`config.mk`:
```
export PLATFORM = sky130hd
export DESIGN_NAME = act_window_limiter
export DESIGN_NICKNAME = d
export VERILOG_FILES = /design/src/rtl/act_window_limiter.sv
export SDC_FILE = /design/constraint.sdc
export NUM_CORES = 1
export LEC_CHECK = 0
export BUFFER_PORTS_ARGS = -buffer_cell sky130_fd_sc_hd__buf_2
export CAP_MARGIN = 30
export CORE_ASPECT_RATIO = 0.8
export CORE_MARGIN = 2
export CORE_UTILIZATION = 30
export DETAILED_ROUTE_END_ITERATION = 10
export GPL_ROUTABILITY_DRIVEN = 1
export PLACE_DENSITY = 0.45
export SETUP_SLACK_MARGIN = 0.4
export SLEW_MARGIN = 25
export SYNTH_ARGS = -nofsm -noshare
export SYNTH_HDL_FRONTEND = slang
export SYNTH_SLANG_ARGS = --single-unit
```
`constraint.sdc`:
```
create_clock -name clk_i -period 8.2 [get_ports clk_i]
set_input_delay 0.41 -clock clk_i [delete_from_list [all_inputs] [get_ports clk_i]]
set_output_delay 0.41 -clock clk_i [all_outputs]
set_load 0.005 [all_outputs]
```
`src/rtl/act_window_limiter.sv`:
```
module act_window_limiter #(
  parameter int CFG_W    = 8,
  parameter int STAMP_W  = 16,
  parameter int WIN_ACTS = 4
) (
  input  logic             clk_i,
  input  logic             rst_ni,
  input  logic             act_i,
  input  logic [CFG_W-1:0] rrd_cfg_i,
  input  logic [CFG_W-1:0] faw_cfg_i,
  output logic             act_ok_o,
  output logic             viol_o
);
  localparam int PTR_W = (WIN_ACTS > 1) ? $clog2(WIN_ACTS) : 1;
  localparam int FILL_W = $clog2(WIN_ACTS + 1);
  localparam logic [PTR_W-1:0] PTR_LAST = PTR_W'(WIN_ACTS - 1);
  localparam logic [FILL_W-1:0] FILL_FULL = FILL_W'(WIN_ACTS);
  localparam logic [STAMP_W-1:0] AGE_MAX = '1;

  logic [STAMP_W-1:0] now_q;
  logic [STAMP_W-1:0] stamp_q [WIN_ACTS];
  logic [STAMP_W-1:0] age [WIN_ACTS];
  logic [WIN_ACTS-1:0] stale_q;
  logic [PTR_W-1:0] wr_q, newest;
  logic [FILL_W-1:0] fill_q;
  logic rrd_ok, faw_ok, viol_q;

  for (genvar i = 0; i < WIN_ACTS; i++) begin : g_age
    assign age[i] = now_q - stamp_q[i];
  end

  assign newest   = (wr_q == '0) ? PTR_LAST : wr_q - 1'b1;
  assign rrd_ok   = (fill_q == '0) || stale_q[newest] ||
                    (age[newest] >= STAMP_W'(rrd_cfg_i));
  assign faw_ok   = (fill_q != FILL_FULL) || stale_q[wr_q] ||
                    (age[wr_q] >= STAMP_W'(faw_cfg_i));
  assign act_ok_o = rrd_ok && faw_ok;
  assign viol_o   = viol_q;

  always_ff @(posedge clk_i or negedge rst_ni) begin
    if (!rst_ni) begin
      now_q   <= '0;
      wr_q    <= '0;
      fill_q  <= '0;
      stale_q <= '0;
      viol_q  <= 1'b0;
      for (int i = 0; i < WIN_ACTS; i++) stamp_q[i] <= '0;
    end else begin
      now_q <= now_q + 1'b1;
      for (int i = 0; i < WIN_ACTS; i++)
        if (age[i] == AGE_MAX) stale_q[i] <= 1'b1;
      if (act_i) begin
        stamp_q[wr_q] <= now_q;
        stale_q[wr_q] <= 1'b0;
        wr_q          <= (wr_q == PTR_LAST) ? '0 : wr_q + 1'b1;
        if (fill_q != FILL_FULL) fill_q <= fill_q + 1'b1;
        if (!act_ok_o) viol_q <= 1'b1;
      end
    end
  end

  p_reset_clear_r1: assert property (@(posedge clk_i) !rst_ni |=> !viol_o);

  p_rrd_gap_r2: assert property (@(posedge clk_i) disable iff (!rst_ni)
    ($past(rst_ni) && $past(act_i) && rrd_cfg_i > 1 && $stable(rrd_cfg_i)) |-> !act_ok_o);

  p_viol_set_r6: assert property (@(posedge clk_i) disable iff (!rst_ni)
    (act_i && !act_ok_o) |=> viol_o);

  p_viol_sticky_r6: assert property (@(posedge clk_i) disable iff (!rst_ni)
    viol_o |=> viol_o);

endmodule

```
# ---- Word level (Yosys, flattened, before mapping)
# Index checks and enable logic that the tools add are counted.
dict set report classes {
  n_addsub 8
  order_cmp 8
  n_eq_ne 6
  muxes 22
  bitwise 5
  reduce_logical 11
}
# cell count
set op_table {}
lappend op_table {{2-to-1 mux 16 bit} 5}
lappend op_table {{binary-select mux 16 bit (select 2 bit)} 2}
lappend op_table {{bitwise mux 64 bit} 1}
lappend op_table {{equality test 16 bit (second input constant)} 4}
lappend op_table {{subtractor 16 bit} 4}
lappend op_table {{demux 16 bit (select 2 bit)} 1}
lappend op_table {{>= comparator 16 x 8 -> 1 bit} 2}
lappend op_table {{adder 16 x 1 -> 16 bit (second input constant)} 1}
lappend op_table {{2-to-1 mux 1 bit} 7}
lappend op_table {{>= comparator 3 bit (second input constant)} 2}
lappend op_table {{< comparator 2 x 3 -> 1 bit (second input constant)} 2}
lappend op_table {{NOT 2 -> 3 bit} 2}
lappend op_table {{bitwise AND 4 bit} 1}
lappend op_table {{binary-select mux 1 bit (select 2 bit)} 2}
lappend op_table {{logical OR 1 bit} 4}
lappend op_table {{2-to-1 mux 2 bit} 2}
lappend op_table {{2-to-1 mux 4 bit} 1}
lappend op_table {{NOT 4 bit} 1}
lappend op_table {{AND reduction 2 bit} 2}
lappend op_table {{adder 3 x 1 -> 3 bit (second input constant)} 1}
lappend op_table {{logical AND 1 bit} 3}
lappend op_table {{logical NOT 3 bit} 1}
lappend op_table {{< comparator 3 x 1 -> 1 bit (second input constant)} 1}
lappend op_table {{!= test 3 bit (second input constant)} 1}
lappend op_table {{other kinds (7)} 7}
dict set report totals {
  reg_bits 90
  input_bits 19
  out_inout_bits 2
  elab_cells 69
}

# ---- Logic depth before layout (Yosys ltp)
# Gate-level depths: netlist of run 1.
dict set report depth {
  word_depth 11
  mapped_depth 17
  ltp_nobuf 17
}

# ---- Worst setup path before layout of run 1
# No wires, ideal clock.
dict set report synth_timing {
  path_type {reg2out}
  from {register now_q[1]}
  to {output act_ok_o}
  arrival_ps 3654
  setup_slack_ps 4136
  path_stages_with_launch 15
  path_buffers 0
  cell_sequence {dfrtp_1 -> ha_1 -> nor2b_1 -> o31a_1 -> o31a_2 -> o21a_1 -> nor2_1 -> xnor2_1 -> mux4_2 -> ha_1 -> a221o_1 -> a311oi_1 -> o21ai_0 -> or2_2 -> o2111a_2}
}
dict set report synth_via {
  elab_chain_cells 7
}
# item line_no
set synth_lines {}
lappend synth_lines {{start: declaration} 20} ;# logic [STAMP_W-1:0] now_q;
lappend synth_lines {{start signal: assignment} 49} ;# now_q <= now_q + 1'b1;
lappend synth_lines {{subtractor 16 bit} 29} ;# assign age[i] = now_q - stamp_q[i];
lappend synth_lines {{binary-select mux 16 bit (select 2 bit), on equally long branches} {34, 36}}
lappend synth_lines {{2-to-1 mux 16 bit, on equally long branches (2 in series)} {34, 36}}
lappend synth_lines {{>= comparator 16 x 8 -> 1 bit, on equally long branches} {34, 36}}
lappend synth_lines {{logical OR 1 bit, on equally long branches} {33, 35}}
lappend synth_lines {{logical AND 1 bit (*)} 37} ;# assign act_ok_o = rrd_ok && faw_ok;
lappend synth_lines {{end: declaration} 11} ;# output logic act_ok_o,
# Every way passes the cells marked *; elsewhere a longest branch is shown, timed or not. The select of a mux whose other input is x is not followed.

# ---- Worst setup path after layout of run 1
dict set report layout_timing {
  from {register now_q[2]}
  to {output act_ok_o}
}
# Same word-level chain as after synthesis.

==> run summary, run 1 <==
The flow ran to the end, and the final reports show no timing, DRC or antenna violations. The wire length of the first global-routing pass was 37000 µm; the number of buffers inserted for hold repair after clock tree synthesis was 1. The kind of cell with the highest combined delay along the critical path is compound AO/OA/AOI/OAI gates.

The number of cells on the worst reg-to-reg path is 15. The mapped netlist covers 8090 µm². For this run, the slowest stage of the critical path takes 620 ps. For the worst hold margin, the log shows 485 ps.

Internal power comes to 1420 µW. The post-route clock period utilization is 0.619, and the relative area change from synthesis to final layout is 9.93%. Summed over all layers, the global routing overflow is 0. The worst slew margin relative to its limit is 0.374.

The count of yosys warnings during synthesis is 0, and the number of DRC violations after detailed-routing iteration 0 is 399. In the post-synthesis netlist, the cell with the most instances is inv_1. Entering global routing, the biggest net connects 67 pins. For flop-to-flop paths, the worst setup slack is 3850 ps. The die span in y was 151 µm. For this run, the top clock speed supported by timing is 197 MHz. The first detailed-routing pass ran for 5 iterations. Summing over every cut layer, the via total after detailed routing is 6477. Critical setup path kind: reg2out.

The post-detailed-route wirelength per cell works out to 18.2 µm. For this design the static power due to leakage is 0.00414 µW. The total detailed-routing wirelength was 22700 µm; the layout cell share with drive strength beyond 1 was 0.155. The number of buffers and inverters on the critical path came out at 1. In this run the count of I/O pins placed on the die edge is 21. In this run the worst hold path is classified as in2reg. The fraction of power spent switching nets works out to 0.430. STA classifies the critical path endpoint as an output port. Global routing usage summed across all routing layers: 0.170.

For this design, the sink count on the clock tree is 90. The most used flip-flop cell after synthesis was dfrtp_1. The via count of the first global-routing pass was 6430; the setup violation total in the final timing report was 0.

The H-tree was split into 3 levels. Clock tree synthesis inserted a total of 9 buffers. For the pin with the worst max-slew slack, the measured transition is 937 ps. After layout, the design draws a total of 2490 µW. The share of flip-flops with an asynchronous set or reset works out to 1.00. The tools report the final weighted congestion in routability-driven placement as 0.848. Type of element launching the critical path: a flop. The tools report the placed instance count as 1229. The endpoint of the most critical register-to-register path was viol_o. Total negative slack for setup checks: 0 ps.

Share of Yosys cell area claimed by the top area cell type: 0.278. TritonCTS built the clock tree. For the final database, setup skew stands at 9.40 ps.

The number of buffers on the longest clock path was 2. The power share of the clock group is 0.168. The clock network latency to the later pin of the worst-skew pair is 360 ps. After synthesis, the most frequently instantiated cells are 93 x inv_1, 90 x dfrtp_1, 83 x ha_1, 58 x mux2_2, 55 x a21oi_1. In this run the worst path has a maximum fanout of 12. The antenna cell count was 0; the count of buffers added by post-CTS timing repair for setup was 0. The post-detailed-route count of antenna-violating nets is 0. Dividing total power by cell area gives a power density of 280 nW/µm². The layout net count is 991.

The tools report the die area as 28300 µm². The tools report the sum of net half-perimeters after detailed placement as 17600 µm. STA puts the critical path data arrival time at 4660 ps. The logs give 0.603 for the combinational power share and 0 for the count of unresolved DRC violations after routing. The number of synthesized flops with an enable pin was 0. Count of state elements after synthesis: 90.

Summed over all nets, the switching power comes to 1070 µW. The number of antenna violations at the first check in global routing is 0, and the number of fill cells is 2815. The run gives 0 as the total count of hold-check failures in the final report.

After synthesis, the mean cell area works out to 9.29 µm². In this run the horizontal extent of the chip is 188 µm. The critical path runs through a total of 15 cells.

The tools report the endpoint of the worst hold-timing path as stale_q[3]. Sequential group share of total power: 0.229. dfrtp_1 takes more of the synthesized area than any other cell. The slowest library cell on the worst path is dfrtp_1. Subtracting the final worst setup slack from the clock period gives 5070 ps. The clock tree root driver cell is clkbuf_16. The worst hold path begins at act_i.

The worst path required time was 7790 ps. Number of non-filler instances in the completed layout: 1247. Across the run, the number of max-cap violations was 0. The clock transition at the register clock pins on the worst setup and hold paths after CTS is 70 ps, and the instance count of the mapped netlist is 871. The number of gates resized after CTS is 0.

The count of cells along the worst hold path is 2. The proportion of synthesized chip area in sequential cells is 0.278, and the worst IR drop on VDD is 113 µV. After synthesis, the netlist uses 74 different library cells. Setup repair after global routing left no endpoint under its margin. The core region is 26400 µm². The run gives 0 as the final number of max-transition violations. The run gives 0.306 as the initial standard-cell utilization of the core. Yosys attributes the largest share of cell area to dfrtp_1 28%, ha_1 13%, mux2_2 8.1%. The signal on the critical path passes through ha_1 -> o21a_1 -> o31a_1 -> o31a_2 -> o21a_1 -> nor2_1 -> xnor2_1 -> mux4_2 -> ha_1 -> a221o_1 -> a311oi_1 -> o21ai_0 -> or2_2 -> o2111a_2 -> buf_2.

After detailed routing, the number of vias per cell comes to 5.19. The number of nets in the synthesized netlist is 977. Input and output buffers added on the ports amount to 20. In this run the core area contains 53 standard-cell rows. The startpoint identified for the worst register-to-register timing path is now_q[2].
==> flip-flops by register name (all words and copies together) (netlist names) <==
name	flops
now_q	16
fill_q	3
stamp_q	64
wr_q	2
stale_q	4
viol_o	1
==> cells by family after synthesis <==
logic type      Yosys count  share of synthesized area
compound gates          212                      0.180
flops                    90                      0.278
fa+ha+maj                87                      0.138
mux                      76                      0.131
buf+inv                 120                     0.0589
simple gates            225                      0.147
xor+xnor                 61                     0.0660
==> metrics by stage <==
step	util	area [µm²]	setup slack, ps
CTS	0.336	8860	3140
detailed placement	0.325	8570	3550
floorplan	-	8090	4140
global route	0.337	8890	2870
global placement	0.324	8560	3600
finish	0.337	8890	3130
==> final cells by class <==
class	instances	area, µm²	share of cell area
Multi-Input combinational cell	661	5360	0.603
Sequential cell	90	2250	0.253
Timing Repair Buffer	29	200	0.0225
Clock inverter	5	37.5	0.00422
Clock buffer	11	243	0.0273
Inverter	94	353	0.0397
Tap cell	357	447	0.0502
==> power by group through the flow <==
stage / Clock, µW / Sequential, µW / Combinational [µW]
floorplan: 0 / 553 / 1140
global placement: 0 / 579 / 1500
detailed placement: 0 / 581 / 1490
CTS: 434 / 572 / 1500
global route: 450 / 583 / 1680
finish: 418 / 572 / 1500
==> worst max-delay path by stage <==
| stage | from | end | slack (ps) |
|---|---|---|---|
| after detailed placement | now_q[2] | act_ok_o | 3550 |
| after CTS | now_q[2] | act_ok_o | 3140 |
| final | now_q[2] | act_ok_o | 3130 |
| after global routing | now_q[2] | act_ok_o | 2870 |
| after global placement | now_q[2] | act_ok_o | 3600 |
| after floorplan | now_q[1] | act_ok_o | 4140 |
==> layout by cell type (no fill, tap or decap), types with 4 or more instances in the layout <==
cell	instances
o21bai_1	4
nor3b_1	5
nor3_1	15
o21ai_0	36
ha_1	83
dfrtp_1	90
buf_4	7
or3_1	6
a21o_1	20
xnor2_1	38
nand3_1	21
fa_1	4
o211ai_1	12
mux4_2	18
mux2_2	58
a21oi_1	55
nor4b_1	4
nand2b_1	22
xor2_1	23
and2_1	5
nor2b_1	9
nand4_1	8
o211a_1	6
nor4_1	8
inv_1	93
and3_1	9
a211oi_1	9
o2111ai_1	5
o21a_1	14
or4_1	5
o31ai_1	5
nor2_1	41
nand2_1	52
clkbuf_16	9
buf_2	19
==> routing by layer <==
layer,vias to the layer above,wire length [µm],GRT usage,share of wire
met2,91,9700,0.262,0.43
met3,18,802,0.0271,0.035
met5,-,0,0,0
met4,0,305,0.0398,0.013
li1,3192,-,-,-
met1,3176,11900,0.250,0.52
==> worst register-to-register path, delay by kind of cell (launching register included) <==
| family | cells | cell delay (ps) |
|---|---|---|
| flops | 1 | 620 |
| compound gates | 9 | 1920 |
| xor+xnor | 1 | 150 |
| mux | 1 | 500 |
| fa+ha+maj | 2 | 670 |
| simple gates | 2 | 410 |
Note: power is estimated with default switching activity, not from simulation.
==> inputs of run 2 (changes only) <==
Settings changed: PLACE_DENSITY 0.45 to 0.47.
Clock period 8.2 ns to 4.5 ns, I/O delays scaled along.
==> run summary, run 2 (synthesis results as in run 1) <==
The tools report the critical register-to-register path startpoint as now_q[1]. The logs give 90 (unchanged) for the clock sink count and 0.413 (+0.0390) for the worst slew margin relative to its limit. The tools report the endpoint of the most critical register-to-register path as viol_o. The number of flip-flops under the largest register name was 64 (unchanged). Timing would allow up to 225 MHz. The minimum clock period came out at 4450 ps. Post-detailed-route wirelength per cell: 17.6 µm (-3.7%).

The worst IR drop on VDD was 186 µV (+65%). For the sum of net half-perimeters after detailed placement, the log shows 17800 µm (+0.74%). The number of I/O pins was 21 (unchanged). The final clock skew came out at 9.55 ps (+0.155 ps). The run gives 2783 (-1.1%) as the number of fill cells.

In the layout the commonest cells are 92 x inv_1, 89 x dfrtp_1, 81 x ha_1, 58 x mux2_2. Critical setup path kind: reg2out. The tools report the max capacitance violation total as 0 (unchanged). Total congestion overflow after global routing: 0 (unchanged). The overall power of the completed layout is 4660 µW (+87%). For the placed instance count, the log shows 1248 (+1.5%). The run gives 28300 µm² (unchanged) as the die area. The number of buffer cells added on primary ports was 20 (unchanged); the setup violation total in the final timing report was 0 (unchanged).

The number of buffers on the longest clock path was 2 (unchanged). The register bank with the most flops was stamp_q. The post-route clock period utilization was 0.988; the placeable core region was 26400 µm² (unchanged). The number of cells traversed by the worst register-to-register path is 15 (unchanged), and the actual transition at the worst max-transition pin is 879 ps (-58.3 ps). Count of H-tree levels built during CTS: 3 (unchanged).

The die span in y is 151 µm (unchanged), and the wire length of the first global-routing pass is 35900 µm (-3.1%). The horizontal die dimension works out to 188 µm (unchanged). The worst path required time was 4280 ps (-3510 ps). For the row count, the log shows 53 (unchanged). Leading cell type in the layout, fill and taps excluded: inv_1. The number of non-filler instances in the completed layout came out at 1272 (+2.0%). Setup repair after global routing could not meet its margin everywhere. The logs give 590 ps (-3260 ps) for the register-to-register setup slack and 9 (unchanged) for the number of buffers created by CTS.

The layout cell share with drive strength beyond 1 is 0.193 (+0.0375). The length of the first detailed-routing pass in iterations is 4 (-1). For the total detailed-routing wirelength, the log shows 22300 µm (-1.8%). The tools report the hold path startpoint as act_i. The path category of the worst min-delay check is in2reg. Number of DRC violations after detailed-routing iteration 0: 303 (-24%). The clock network latency to the later pin of the worst-skew pair came out at 360 ps (about the same). The total count of hold-check failures in the final report came out at 0 (unchanged). The flow ran to the end, and the final reports show no timing, DRC or antenna violations. The maximum fanout count along the critical path was 4 (-8). The type of element launching the critical path is a flop.

Post-detailed-route via-to-cell ratio: 5.17 (-0.42%). The leakage component of the power came out at 0.00429 µW (+3.6%). The count of unresolved DRC violations after routing is 0 (unchanged). In this run the clock root is driven by a clkbuf_16. The final weighted congestion in routability-driven placement was 0.870 (+2.6%).

In the final layout, the registers with the most flip-flops are stamp_q x64, now_q x16, stale_q x4. The initial standard-cell utilization of the core was 0.306 (unchanged). For the via count of the first global-routing pass, the log shows 6585 (+2.4%).

The post-detailed-route count of antenna-violating nets was 0 (unchanged). TritonCTS built the clock tree. Count of cells along the worst hold path: 3 (+1). The final number of max-transition violations was 0 (unchanged); the number of antenna violations at the first check in global routing was 0 (unchanged).

The run gives 6579 (+1.6%) as the number of vias in the routed layout. The logs give 0.164 (-0.00595) for the global routing usage summed across all routing layers and 4220 ps (-440 ps) for the signal arrival time at the worst endpoint. The worst setup path is captured at an output port. The total power per unit cell area was 508 nW/µm² (+81%); the layout net count was 1015 (+2.4%). The clock transition at the register clock pins on the worst setup and hold paths after CTS is 70 ps (about the same). The endpoint of the worst hold-timing path is wr_q[1]. The maximum number of pins on one net before global-route repair was 57 (-15%); the relative area change from synthesis to final layout was 13.4%.
[run 2: changes by cell type in the layout (fill, tap and decap cells not counted), sizes merged]
| cell | before | now |
|---|---|---|
| bufinv | 0 | 1 |
| diode | 0 | 1 |
| buf | 28 | 52 |
| clkinvlp | 2 | 1 |
| inv | 96 | 93 |
| clkinv | 1 | 4 |
[run 2: worst max-delay path by stage]
stage / depth (start not counted) / startpoint / end
6_report: 15 / now_q[1] / act_ok_o
5_1_grt: 16 / now_q[0] / act_ok_o
4_1_cts: 15 / now_q[1] / act_ok_o
3_5_place_dp: 15 / now_q[1] / act_ok_o
3_3_place_gp: 15 / now_q[1] / act_ok_o
2_1_floorplan: 14 / now_q[1] / act_ok_o
[run 2: power breakdown]
group	leakage, µW	switching (µW)	internal [µW]
sequential	0.00117	76.1	932
combinational	0.00298	1510	1360
clock	0.000149	338	444
[run 2: per-layer routing]
metal | global-route usage | wire length, µm | vias to the layer above
li1 | - | - | 3258
met1 | 0.240 | 11900 | 3231
met2 | 0.256 | 9400 | 78
met3 | 0.0273 | 840 | 12
met4 | 0.0350 | 212 | 0
met5 | 0 | 0 | -
[run 2: cell type report]
class	count	area, µm²	share of cell area
timing repair buffer	53	377	0.0410
inverter	94	357	0.0389
multi-input combinational	661	5440	0.593
clock inverter	5	53.8	0.00586
clock buffer	11	243	0.0265
antenna	1	2.50	0.000273
sequential	90	2250	0.246
tap	357	447	0.0487
[run 2: what timing repair did]
item | 4_1_cts | 5_1_grt
setup endpoints to repair | 2 | 2
hold buffers | 1 | 0
pin swaps | 0 | 1
buffers inserted | 2 | 4
resized for setup | 9 | 8
hold endpoints to repair | 55 | 0
[run 2: worst max-delay path: stages, from the launching register on]
cell and delay (ps):
dfrtp_2 460, ha_4 240, nor2b_1 130, o31a_1 280, o31a_2 320, o21a_1 190
nor2_2 120, xnor2_2 120, mux4_2 510, ha_4 240, a221o_1 300, a311oi_1 190
o21ai_1 110, or2_4 230, o2111a_2 280, buf_2 130
[run 2: metrics by stage]
stage	hold WS (ps)	setup TNS, ps	setup slack [ps]	cell area (µm²)	utilization
global route	295	-122	-122	9170	0.348
global placement	348	0	262	8690	0.329
finish	283	0	52.5	9180	0.348
detailed placement	357	0	234	8720	0.330
floorplan	-70.6	0	621	8090	-
CTS	270	0	15.7	9080	0.344
==> inputs of run 3 (changes only) <==
Settings changed: PLACE_DENSITY 0.47 to 0.45, SETUP_SLACK_MARGIN 0.4 to 0.05.
Clock period 4.5 ns to 4.73 ns, I/O delays scaled along.
==> run summary, run 3 (synthesis results as in run 1) <==
The run gives 3 (unchanged) as the count of H-tree levels built during CTS. The layout cell share with drive strength beyond 1 is 0.186 (-0.00672), and the maximum fanout count along the critical path is 4 (unchanged). The worst hold margin is 300 ps (+16.7 ps), and the initial standard-cell utilization of the core is 0.306 (unchanged). Post-detailed-route wirelength per cell: 18.1 µm (+3.1%). Derived from the worst setup path, the maximum achievable clock frequency is 218 MHz.

The final number of max-transition violations came out at 0 (unchanged). Minimum clock period: 4590 ps. The startpoint identified for the worst register-to-register timing path is now_q[1].

The register-to-register setup slack was 680 ps (+90 ps); the post-route clock period utilization was 0.970. Number of flip-flops under the largest register name: 64 (unchanged). The tools report the number of I/O pins as 21 (unchanged). The source of the critical timing path is now_q[1].

The horizontal die dimension works out to 188 µm (unchanged). The total power per unit cell area works out to 503 nW/µm² (-1.0%). The global routing usage summed across all routing layers is 0.170 (+0.00557).

The placeable core region was 26400 µm² (unchanged). For the post-detailed-route count of antenna-violating nets, the log shows 0 (unchanged). The maximum single-stage delay on the critical path was 520 ps (about the same); the signal arrival time at the worst endpoint was 4350 ps (+130 ps). The slowest library cell on the worst path was mux4_2. Leaving out fill and tap cells, the most frequent cell in the layout is inv_1.

The worst setup path is of the reg2out kind. Actual transition at the worst max-transition pin: 907 ps (+27.7 ps). The hold path startpoint is act_i. The run gives 0.394 (-0.0185) as the worst slew margin relative to its limit. Total congestion overflow after global routing: 0 (unchanged).

The logs give 361 ps (+126 ps) for the worst slack after detailed placement and 10.5 ps (+0.934 ps) for the final clock skew. The clock transition at the register clock pins on the worst setup and hold paths after CTS is 70 ps (about the same). The leakage component of the power is 0.00424 µW (-1.2%), and the number of buffer cells added on primary ports is 20 (unchanged). STA classifies the critical path startpoint as a flop.

The run gives 264 µV (+42%) as the worst IR drop on VDD. The largest registers in the layout are stamp_q x64, now_q x16, stale_q x4. The logs give 0.346 (-0.00185) for the final standard cell utilization of the core and 2795 (+0.43%) for the number of fill cells. The tools report the number of buffers on the longest clock path as 2 (unchanged). The signal on the critical path passes through ha_1 -> nor2b_1 -> o31a_1 -> o31a_2 -> o21a_1 -> nor2_2 -> xnor2_2 -> mux4_2 -> ha_4 -> a221o_1 -> a311oi_2 -> o21ai_1 -> or2_2 -> o2111a_2 -> buf_2.

The number of antenna violations at the first check in global routing came out at 0 (unchanged). Number of DRC violations after detailed-routing iteration 0: 305 (+0.66%). Count of unresolved DRC violations after routing: 0 (unchanged). The run gives 4490 ps (+210 ps) as the worst path required time.

Setup repair after global routing could not meet its margin everywhere. Clock tree root driver cell: clkbuf_16. The via count of the first global-routing pass was 6391 (-2.9%); the clock network latency to the later pin of the worst-skew pair was 360 ps (about the same). The placed instance area was 8660 µm² (-0.73%).

Post-detailed-route via-to-cell ratio: 5.15 (-0.46%). The logs give 5 (+1) for the length of the first detailed-routing pass in iterations and 0.826 (-5.0%) for the final weighted congestion in routability-driven placement. The tools report the total count of hold-check failures in the final report as 0 (unchanged).

The path category of the worst min-delay check was in2reg. The die span in y was 151 µm (unchanged). The top cell types in the final layout, fill and taps aside, are 93 x inv_1, 87 x dfrtp_1, 80 x ha_1, 58 x mux2_2.

The tools report the clock sink count as 90 (unchanged). The tools report the total detailed-routing wirelength as 22800 µm (+2.2%). The setup violation total in the final timing report came out at 0 (unchanged).

The tools report the number of vias in the routed layout as 6492 (-1.3%). The wire length of the first global-routing pass is 36700 µm (+2.3%). The logs give 9130 µm² (-0.53%) for the final instance area and 0 (unchanged) for the max capacitance violation total. The flow ran to the end, and the final reports show no timing, DRC or antenna violations. The register cell area after layout is 2260 µm² (+0.11%).

STA classifies the critical path endpoint as an output port. For the sum of net half-perimeters after detailed placement, the log shows 18100 µm (+2.0%). The die area came out at 28300 µm² (unchanged). The antenna cell count was 0 (-1). The number of buffers created by CTS was 9 (unchanged).

The run gives 55 (-3.5%) as the maximum number of pins on one net before global-route repair. Counting flops per register, the top entry is stamp_q. The area of the multi-input gates was 5460 µm² (+0.25%). The post-layout worst setup margin is 140 ps (+87.4 ps). From synthesis to final layout, the design area changed by 12.8%. For the row count, the log shows 53 (unchanged). The tools report the layout net count as 1005 (-0.99%). TritonCTS built the clock tree.
==> run 3: cell count changes in the layout (fill, tap and decap cells not counted), sizes merged <==
| cell | delta |
|---|---|
| inv | +1 |
| bufinv | +1 |
| clkbuf | +1 |
| buf | -10 |
| clkinvlp | +1 |
| clkinv | -4 |
| diode | -1 |
==> run 3: worst paths after layout <==
| check | endpoint | depth (start not counted) |
|---|---|---|
| worst max-delay path | act_ok_o | 15 |
| worst min-delay path | stale_q[1] | 2 |
| worst max register to register | viol_o | 15 |
| worst min register to register | viol_o | 1 |
| max in group asynchronous | now_q[4] | 3 |
| min in group asynchronous | fill_q[0] | 2 |
==> run 3: cell type report <==
type | count | area share
inverter | 94 | 0.0387
sequential | 90 | 0.247
multi-input combinational | 661 | 0.598
clock inverter | 4 | 0.00823
timing repair buffer | 43 | 0.0321
tap | 357 | 0.0489
clock buffer | 12 | 0.0270
==> run 3: worst max-delay path: cells and delay by family (launching register included) <==
| family | cells | cell delay, ps |
|---|---|---|
| compound gates | 7 | 1710 |
| xor+xnor | 1 | 120 |
| fa+ha+maj | 2 | 550 |
| buf+inv | 1 | 130 |
| flops | 1 | 400 |
| mux | 1 | 520 |
| simple gates | 3 | 550 |
==> run 3: timing repair <==
action | in CTS | in global routing
setup buffers | 0 | 1
resized for setup | 7 | 14
hold endpoints to repair | 53 | 0
hold buffers | 1 | 0
pin swaps | 0 | 1
setup endpoints to repair | 1 | 1
==> run 3: power by group <==
part / internal, µW / switching [µW]
logic: 1310 / 1510
registers: 887 / 70.6
clock network: 478 / 329
==> run 3: per-stage QoR <==
stage / std cells / setup TNS, ps / total power (µW)
global placement: 1241 / 0 / 3680
detailed placement: 1241 / 0 / 3670
CTS: 1258 / 0 / 4530
floorplan: 871 / 0 / 2940
finish: 1261 / 0 / 4590
global route: 1261 / -79.5 / 4980
==> run 3: routing by layer <==
layer / part of all wire / track usage
met1: 0.53 / 0.253
met2: 0.41 / 0.249
met3: 0.041 / 0.0375
met4: 0.012 / 0.0402
met5: 0 / 0
